### src/rtl/useq_pkg.sv
package useq_pkg;

    localparam int OP_W   = 8;
    localparam int STEP_W = 4;
    localparam int ALU_W  = 4;
    localparam int NRD    = 8;
    localparam int NWR    = 10;

    localparam int RDB_PMEM = 7;
    localparam int WRB_IR   = 0;

    typedef enum logic [3:0] {
        RD_NONE, RD_REG, RD_DREG, RD_TEMP, RD_PCL, RD_PCH, RD_RAM, RD_INP, RD_PMEM
    } rd_e;

    typedef enum logic [3:0] {
        WR_NONE, WR_IR, WR_MAL, WR_MAH, WR_PCL, WR_PCH, WR_ALU, WR_RAM,
        WR_OUTR, WR_DREG, WR_REG
    } wr_e;

    typedef enum logic [1:0] {AS_PC, AS_MA, AS_SP} as_e;

    typedef enum logic [2:0] {
        ACT_NONE, ACT_PC_INC, ACT_SP_INC, ACT_SP_DEC, ACT_CLR, ACT_CLR_PC
    } act_e;

    localparam logic [ALU_W-1:0] ALU_NOP = 4'b0000;
    localparam logic [ALU_W-1:0] ALU_INC = 4'b0011;
    localparam logic [ALU_W-1:0] ALU_ADD = 4'b1001;
    localparam logic [ALU_W-1:0] ALU_SUB = 4'b0110;

    // First control-store half: bus selects
    typedef struct packed {
        rd_e rd;
        wr_e wr;
    } uhalf_a_t;

    // Second control-store half: addressing, sequencing and ALU
    typedef struct packed {
        as_e              as;
        act_e             act;
        logic [ALU_W-1:0] alu;
    } uhalf_b_t;

    typedef struct packed {
        uhalf_a_t a;
        uhalf_b_t b;
    } uword_t;

    typedef enum logic [4:0] {
        C_NOP, C_HALT, C_MOVRR, C_IN, C_OUTR, C_MOVI, C_OUTI, C_INC, C_ADD,
        C_CMP, C_LDA, C_STA, C_JMP, C_JCC, C_PUSH, C_POP, C_CALL, C_RET
    } cls_e;

    function automatic uword_t mk(input rd_e rd, input wr_e wr, input as_e as,
                                  input act_e act, input logic [ALU_W-1:0] alu);
        uword_t w;
        w.a.rd  = rd;
        w.a.wr  = wr;
        w.b.as  = as;
        w.b.act = act;
        w.b.alu = alu;
        return w;
    endfunction

    function automatic uword_t xf(input rd_e rd, input wr_e wr, input as_e as);
        return mk(rd, wr, as, ACT_NONE, ALU_NOP);
    endfunction

    function automatic uword_t ct(input act_e act);
        return mk(RD_NONE, WR_NONE, AS_PC, act, ALU_NOP);
    endfunction

    function automatic cls_e classify(input logic [OP_W-1:0] op);
        cls_e k;
        k = C_NOP;
        if (op == 8'hFF)                      k = C_HALT;
        else if (op == 8'h02)                 k = C_OUTI;
        else if (op inside {[8'h10:8'h13]})   k = C_IN;
        else if (op inside {[8'h14:8'h17]})   k = C_OUTR;
        else if (op inside {[8'h18:8'h1B]})   k = C_INC;
        else if (op inside {[8'h24:8'h27]})   k = C_MOVI;
        else if (op inside {[8'h5C:8'h5F]})   k = C_LDA;
        else if (op inside {[8'h60:8'h63]})   k = C_STA;
        else if (op inside {[8'h64:8'h67]})   k = C_PUSH;
        else if (op inside {[8'h68:8'h6B]})   k = C_POP;
        else if (op inside {[8'h80:8'h8F]})   k = C_MOVRR;
        else if (op inside {[8'h90:8'h97]})   k = C_ADD;
        else if (op inside {[8'hE0:8'hE7]})   k = C_CMP;
        else if (op == 8'hF0)                 k = C_JMP;
        else if (op == 8'hF1)                 k = C_CALL;
        else if (op == 8'hF2)                 k = C_RET;
        else if (op inside {[8'hF8:8'hFD]})   k = C_JCC;
        return k;
    endfunction

    // Branch condition selected by the low opcode bits of 0xF8..0xFD
    function automatic logic cond_met(input logic [2:0] sel, input logic c, input logic z);
        logic r;
        case (sel)
            3'd0:    r = c & z;
            3'd1:    r = ~(c & z);
            3'd2:    r = c & ~z;
            3'd3:    r = c;
            3'd4:    r = ~c & ~z;
            3'd5:    r = ~(c ^ z);
            default: r = 1'b0;
        endcase
        return r;
    endfunction

    // Control store: address is {flags, opcode, step}
    function automatic uword_t ucode_word(input logic [OP_W-1:0] op, input logic c,
                                          input logic z, input logic [STEP_W-1:0] step);
        uword_t w;
        cls_e   k;
        logic   jt;
        k  = classify(op);
        jt = (k == C_JMP) || ((k == C_JCC) && cond_met(op[2:0], c, z));
        w  = ct(ACT_CLR);
        if (step == '0) begin
            w = xf(RD_PMEM, WR_IR, AS_PC);
        end else begin
            case (k)
                C_HALT: w = ct(ACT_CLR);
                C_MOVRR, C_IN, C_OUTR: begin
                    case (step)
                        4'd1: begin
                            if (k == C_MOVRR)   w = xf(RD_REG, WR_REG, AS_PC);
                            else if (k == C_IN) w = xf(RD_INP, WR_REG, AS_PC);
                            else                w = xf(RD_REG, WR_OUTR, AS_PC);
                        end
                        default: w = ct(ACT_CLR_PC);
                    endcase
                end
                C_MOVI, C_OUTI: begin
                    case (step)
                        4'd1: w = ct(ACT_PC_INC);
                        4'd2: w = xf(RD_PMEM, (k == C_MOVI) ? WR_REG : WR_OUTR, AS_PC);
                        default: w = ct(ACT_CLR_PC);
                    endcase
                end
                C_INC, C_ADD: begin
                    case (step)
                        4'd1: w = mk(RD_REG, WR_ALU, AS_PC, ACT_NONE,
                                     (k == C_INC) ? ALU_INC : ALU_ADD);
                        4'd2: w = xf(RD_TEMP, WR_REG, AS_PC);
                        default: w = ct(ACT_CLR_PC);
                    endcase
                end
                C_CMP: begin
                    case (step)
                        4'd1: w = mk(RD_REG, WR_ALU, AS_PC, ACT_NONE, ALU_SUB);
                        default: w = ct(ACT_CLR_PC);
                    endcase
                end
                C_LDA, C_STA: begin
                    case (step)
                        4'd1, 4'd3: w = ct(ACT_PC_INC);
                        4'd2: w = xf(RD_PMEM, WR_MAL, AS_PC);
                        4'd4: w = xf(RD_PMEM, WR_MAH, AS_PC);
                        4'd5: begin
                            if (k == C_LDA) w = xf(RD_RAM, WR_REG, AS_MA);
                            else            w = xf(RD_REG, WR_RAM, AS_MA);
                        end
                        default: w = ct(ACT_CLR_PC);
                    endcase
                end
                C_JMP, C_JCC: begin
                    if (jt) begin
                        case (step)
                            4'd1, 4'd3: w = ct(ACT_PC_INC);
                            4'd2: w = xf(RD_PMEM, WR_DREG, AS_PC);
                            4'd4: w = xf(RD_PMEM, WR_PCH, AS_PC);
                            4'd5: w = xf(RD_DREG, WR_PCL, AS_PC);
                            default: w = ct(ACT_CLR);
                        endcase
                    end else begin
                        case (step)
                            4'd1, 4'd2: w = ct(ACT_PC_INC);
                            default: w = ct(ACT_CLR_PC);
                        endcase
                    end
                end
                C_PUSH: begin
                    case (step)
                        4'd1: w = xf(RD_REG, WR_RAM, AS_SP);
                        4'd2: w = ct(ACT_SP_INC);
                        default: w = ct(ACT_CLR_PC);
                    endcase
                end
                C_POP: begin
                    case (step)
                        4'd1: w = ct(ACT_SP_DEC);
                        4'd2: w = xf(RD_RAM, WR_REG, AS_SP);
                        default: w = ct(ACT_CLR_PC);
                    endcase
                end
                C_CALL: begin
                    case (step)
                        4'd1, 4'd3: w = ct(ACT_PC_INC);
                        4'd2: w = xf(RD_PMEM, WR_DREG, AS_PC);
                        4'd4: w = xf(RD_PCL, WR_RAM, AS_SP);
                        4'd5, 4'd7: w = ct(ACT_SP_INC);
                        4'd6: w = xf(RD_PCH, WR_RAM, AS_SP);
                        4'd8: w = xf(RD_PMEM, WR_PCH, AS_PC);
                        4'd9: w = xf(RD_DREG, WR_PCL, AS_PC);
                        default: w = ct(ACT_CLR);
                    endcase
                end
                C_RET: begin
                    case (step)
                        4'd1, 4'd3: w = ct(ACT_SP_DEC);
                        4'd2: w = xf(RD_RAM, WR_PCH, AS_SP);
                        4'd4: w = xf(RD_RAM, WR_PCL, AS_SP);
                        default: w = ct(ACT_CLR_PC);
                    endcase
                end
                default: w = ct(ACT_CLR_PC);
            endcase
        end
        return w;
    endfunction

endpackage

### src/rtl/useq_stepper.sv
module useq_stepper #(
    parameter int STEP_W = 4
) (
    input  logic              clk,
    input  logic              rst_n,
    input  logic              clr_i,
    output logic [STEP_W-1:0] step_o
);

    typedef struct packed {
        logic [STEP_W-1:0] step;
    } st_t;

    st_t st_d, st_q;

    always_comb begin
        st_d = st_q;
        if (clr_i) st_d.step = '0;
        else       st_d.step = st_q.step + STEP_W'(1);
    end

    always_ff @(posedge clk or negedge rst_n) begin
        if (!rst_n) st_q <= '0;
        else        st_q <= st_d;
    end

    assign step_o = st_q.step;

    AST_STEP_NO_WRAP: assert property (@(posedge clk) disable iff (!rst_n)
        (st_q.step == {STEP_W{1'b1}}) |-> clr_i);

endmodule

### src/rtl/useq_store.sv
module useq_store
    import useq_pkg::*;
(
    input  logic [OP_W-1:0]   op_i,
    input  logic              flag_c_i,
    input  logic              flag_z_i,
    input  logic [STEP_W-1:0] step_i,
    output uhalf_a_t          half_a_o,
    output uhalf_b_t          half_b_o
);

    uword_t word;

    always_comb begin
        word     = ucode_word(op_i, flag_c_i, flag_z_i, step_i);
        half_a_o = word.a;
        half_b_o = word.b;
    end

endmodule

### src/rtl/useq_decode.sv
module useq_decode
    import useq_pkg::*;
(
    input  uhalf_a_t          half_a_i,
    input  uhalf_b_t          half_b_i,
    output logic [NRD-1:0]    rd_oe_o,
    output logic [NWR-1:0]    wr_le_o,
    output logic [1:0]        addr_sel_o,
    output logic              pc_inc_o,
    output logic              sp_inc_o,
    output logic              sp_dec_o,
    output logic              step_clr_o,
    output logic [ALU_W-1:0]  alu_op_o
);

    for (genvar g = 0; g < NRD; g++) begin : g_rd
        assign rd_oe_o[g] = (4'(half_a_i.rd) == 4'(g + 1));
    end

    for (genvar g = 0; g < NWR; g++) begin : g_wr
        assign wr_le_o[g] = (4'(half_a_i.wr) == 4'(g + 1));
    end

    always_comb begin
        addr_sel_o = half_b_i.as;
        alu_op_o   = half_b_i.alu;
        pc_inc_o   = (half_b_i.act == ACT_PC_INC) || (half_b_i.act == ACT_CLR_PC);
        sp_inc_o   = (half_b_i.act == ACT_SP_INC);
        sp_dec_o   = (half_b_i.act == ACT_SP_DEC);
        step_clr_o = (half_b_i.act == ACT_CLR) || (half_b_i.act == ACT_CLR_PC);
    end

endmodule

### src/rtl/useq_ctrl.sv
module useq_ctrl
    import useq_pkg::*;
(
    input  logic              clk,
    input  logic              rst_n,
    input  logic [OP_W-1:0]   op_i,
    input  logic              flag_c_i,
    input  logic              flag_z_i,
    output logic [STEP_W-1:0] step_o,
    output logic [NRD-1:0]    rd_oe_o,
    output logic [NWR-1:0]    wr_le_o,
    output logic [1:0]        addr_sel_o,
    output logic              pc_inc_o,
    output logic              sp_inc_o,
    output logic              sp_dec_o,
    output logic              step_clr_o,
    output logic [ALU_W-1:0]  alu_op_o
);

    uhalf_a_t half_a;
    uhalf_b_t half_b;

    useq_stepper #(.STEP_W(STEP_W)) i_stepper (
        .clk    (clk),
        .rst_n  (rst_n),
        .clr_i  (step_clr_o),
        .step_o (step_o)
    );

    useq_store i_store (
        .op_i     (op_i),
        .flag_c_i (flag_c_i),
        .flag_z_i (flag_z_i),
        .step_i   (step_o),
        .half_a_o (half_a),
        .half_b_o (half_b)
    );

    useq_decode i_decode (
        .half_a_i   (half_a),
        .half_b_i   (half_b),
        .rd_oe_o    (rd_oe_o),
        .wr_le_o    (wr_le_o),
        .addr_sel_o (addr_sel_o),
        .pc_inc_o   (pc_inc_o),
        .sp_inc_o   (sp_inc_o),
        .sp_dec_o   (sp_dec_o),
        .step_clr_o (step_clr_o),
        .alu_op_o   (alu_op_o)
    );

    AST_FETCH_AT_ZERO: assert property (@(posedge clk) disable iff (!rst_n)
        (step_o == '0) |-> (rd_oe_o[RDB_PMEM] && wr_le_o[WRB_IR] && !pc_inc_o && !step_clr_o));

    AST_RESTART_FETCH: assert property (@(posedge clk) disable iff (!rst_n)
        step_clr_o |=> (step_o == '0));

    AST_HALT_HOLD: assert property (@(posedge clk) disable iff (!rst_n)
        ((op_i == 8'hFF) && (step_o == STEP_W'(1))) |-> (step_clr_o && !pc_inc_o));

    AST_SP_EXCLUSIVE: assert property (@(posedge clk) disable iff (!rst_n)
        (sp_inc_o || sp_dec_o) |-> (!pc_inc_o && !step_clr_o && (wr_le_o == '0)));

endmodule

### config.mk
export PLATFORM = sky130hd
export DESIGN_NAME = useq_ctrl
export DESIGN_NICKNAME = d
export VERILOG_FILES = /design/src/rtl/useq_pkg.sv /design/src/rtl/useq_stepper.sv /design/src/rtl/useq_store.sv /design/src/rtl/useq_decode.sv /design/src/rtl/useq_ctrl.sv
export SDC_FILE = /design/constraint.sdc
export NUM_CORES = 1
export LEC_CHECK = 0
export ABC_AREA = 1
export BUFFER_PORTS_ARGS = -buffer_cell sky130_fd_sc_hd__buf_2
export CORE_ASPECT_RATIO = 1.1
export CORE_MARGIN = 2
export CORE_UTILIZATION = 59
export CTS_CLUSTER_DIAMETER = 200
export DETAILED_ROUTE_END_ITERATION = 12
export PLACE_DENSITY = 0.88
export SLEW_MARGIN = 0
export SYNTH_ARGS = -nofsm -noshare
export SYNTH_HDL_FRONTEND = slang
export SYNTH_SLANG_ARGS = --single-unit
### constraint.sdc
create_clock -name clk -period 3 [get_ports clk]
set_clock_uncertainty 0.05 [all_clocks]
set_input_delay 0.45 -clock clk [delete_from_list [all_inputs] [get_ports clk]]
set_output_delay 0.45 -clock clk [all_outputs]
set_load 0.005 [all_outputs]
==> out/qor.csv <==
metric,value,unit
Crit. End Element,output pin,
Slew HR,0.743,
"Slowest-stage cell, CP",dfrtp_2,
clock root buffer,clkbuf_4,
pre-CTS setup slack,0.404,ns
Final Hold Fails,0,
"commonest non-fill, non-tap cell in the layout",nand2_1,
Worst R2R End,i_stepper.step_o[0]$_DFF_PN0_,
nets,367,
post-synthesis xor/xnor area fraction,0.0102,
placed cells,377,
Tcrit/Tclk final,0.920,
Least-Margin Pin Slew,0.385,ns
final slew viol count,0,
Initial Util,0.618,
Die Y,60.6,µm
first-pass GRT wire length,7.91,mm
antenna violations before repair,0,
"setup slack, reg-to-reg",0.89,ns
"Seq/Total Area, Yosys",0.0583,
DRC Markers,0,
fraction of layout cells with a size suffix above 1,0.307,
area grow syn2layout,15.0,%
Routed WL per cell,11.7,µm
Power Dens Cells,450,nW/µm²
# port buffers,43,
"flops & latches, synth",4,
GRT Overall Usage,0.284,
number of enable flip-flop cells after synthesis,0,
Max H-tree Level,1,
pin count of the biggest net entering global routing,17,
HP Class,in2async,
diode count,0,
setup bufs post-CTS,0,
RSZ-0062 raised after global routing,false,
row cnt,20,
Avg Inst Size Synth,5.60,µm²
die area,3360,µm²
main combinational cell family by area after synthesis,simple AND/OR/NAND/NOR gates,
crit path cell chain,inv_1 > ha_1 > nand2_4 > inv_4 > nor2_4 > inv_2 > a21oi_2 > nand4_2 > nand2_1 > nand2_2 > nor2_1 > buf_2,
clk buf depth,2,
fin area,1980,µm²
status,finished clean,
async set-reset flop share out of synthesis,1.00,
vias in the first global route,1780,
DRT Pass-1 Iters,4,
DP HPWL,3.77,mm
max cap viols,0,
Routed WL,4.47,mm
crit path capture,wr_le_o[0],
CP startpoint,i_stepper.step_o[0]$_DFF_PN0_,
Yosys warning count,0,
Clock transition at path regs,0.03,ns
Synth Area in Simple Gates,0.653,
max reg flops,4,
total CTS buffers,3,
Compound-Gate Fraction of Synth Area,0.122,
I/O pin total,44,
final cell count without fillers,381,
max frequency,362,MHz
DP Area,1940,µm²
FF-to-FF Start,i_stepper.step_o[0]$_DFF_PN0_,
Final setup viols,0,
Layout Utilization,0.711,
CP Data Required Time,2.50,ns
crit path time final,2.76,ns
setup ws final,0.241,ns
CTS tree,yes,
Critical Path AT,2.26,ns
clk_lat worst skew,0.23,ns
CP max stage delay,0.46,ns
crit-path max FO,10,
critical path startpoint category,register,
Synth Area in Adders,0.0364,
vias,2108,
DR vias/cell,5.53,
Fill cells,295,
core area,2780,µm²
Lkg Pwr,1.11,nW
top_reg_cell synth,dfrtp_1,
setup TNS,0,ns
synthesized cell area,1720,µm²
worst ir drop on vdd,0.000553,V
total grt overflow,0,
clk sink count,4,
syn_nets,324,
mux contribution to synthesized area,0,
Routability Congestion,1.01,
initial drt markers,135,
worst-case reg-to-reg path depth,11,
Die X,55.5,µm
Antenna Nets Post-Route,0,
Unique masters post-synth,39,
most frequent cells in the layout,"nand2_1 (72), nor2_1 (53), buf_2 (43), nand3_1 (32), inv_1 (30)",
CP Class,reg2out,
Gate Count Post-Synth,307,
[report_power, final]
part | switching [mW] | internal [mW] | total [mW]
Sequential | 0.0380 | 0.0722 | 0.110
Combinational | 0.477 | 0.237 | 0.715
Clock | 0.0205 | 0.0446 | 0.0651
Total | 0.536 | 0.354 | 0.890
[per-stage QoR]
step / hold WS [ns] / total power, mW
floorplan: 0.104 / 0.640
global placement: 0.205 / 0.803
detailed placement: 0.207 / 0.814
CTS: 0.496 / 0.884
global route: 0.520 / 0.986
finish: 0.496 / 0.890
[cell families after synthesis]
logic type                 after synthesis
AOI/OAI and AO/OA                       30
xor gates and xnor gates                 2
adders and majority gates                5
buffers and inverters                   50
DFF                                      4
and+or+nand+nor                        216
[worst max-delay path, delay by kind of cell, from the launching register on]
family / cells / cell delay [ns]
flops: 1 / 0.46
buf+inv: 4 / 0.37
compound gates: 1 / 0.18
fa+ha+maj: 1 / 0.24
simple gates: 6 / 0.78
[worst min path at each step]
stage                                        from                            end  slack, ns
floorplan                                   rst_n  i_stepper.step_o[0]$_DFF_PN0_       0.10
global placement                            rst_n  i_stepper.step_o[3]$_DFF_PN0_       0.21
CTS                                         rst_n  i_stepper.step_o[1]$_DFF_PN0_       0.50
detailed placement                          rst_n  i_stepper.step_o[3]$_DFF_PN0_       0.21
global route        i_stepper.step_o[0]$_DFF_PN0_  i_stepper.step_o[0]$_DFF_PN0_       0.52
finish                                      rst_n  i_stepper.step_o[1]$_DFF_PN0_       0.50
[Yosys cell counts, drive strengths merged (2+ instances only)]
cell | n | area, µm²
nand2 | 87 | 389
nor2 | 64 | 302
inv | 42 | 163
nand3 | 39 | 245
nand4 | 16 | 113
o21ai | 14 | 73.8
a21oi | 11 | 92.6
buf | 7 | 40.0
nor3 | 6 | 40.0
ha | 5 | 62.6
dfrtp | 4 | 100
a21boi | 2 | 18.8
[final cells by class]
cell class                 count  area [µm²]  area share
clock buffer                   3        22.5      0.0114
inverter                      43         168      0.0849
multi-input combinational    253        1410       0.714
sequential                     4         101      0.0513
tap                           33        41.3      0.0209
timing repair buffer          45         233       0.118
[routing by layer]
metal,track usage,up-vias,share of wire
li1,-,1082,-
met1,0.387,912,0.42
met2,0.497,101,0.48
met3,0.0107,13,0.076
met4,0.0906,0,0.024
met5,0,-,0
[timing repair]
action                     4_1_cts  5_1_grt
hold endpoints to repair         4        0
hold buffers                     1        0
gates resized for setup          0        2
setup endpoints to repair        0       15
No activity file was read; power rests on OpenSTA's default activity.
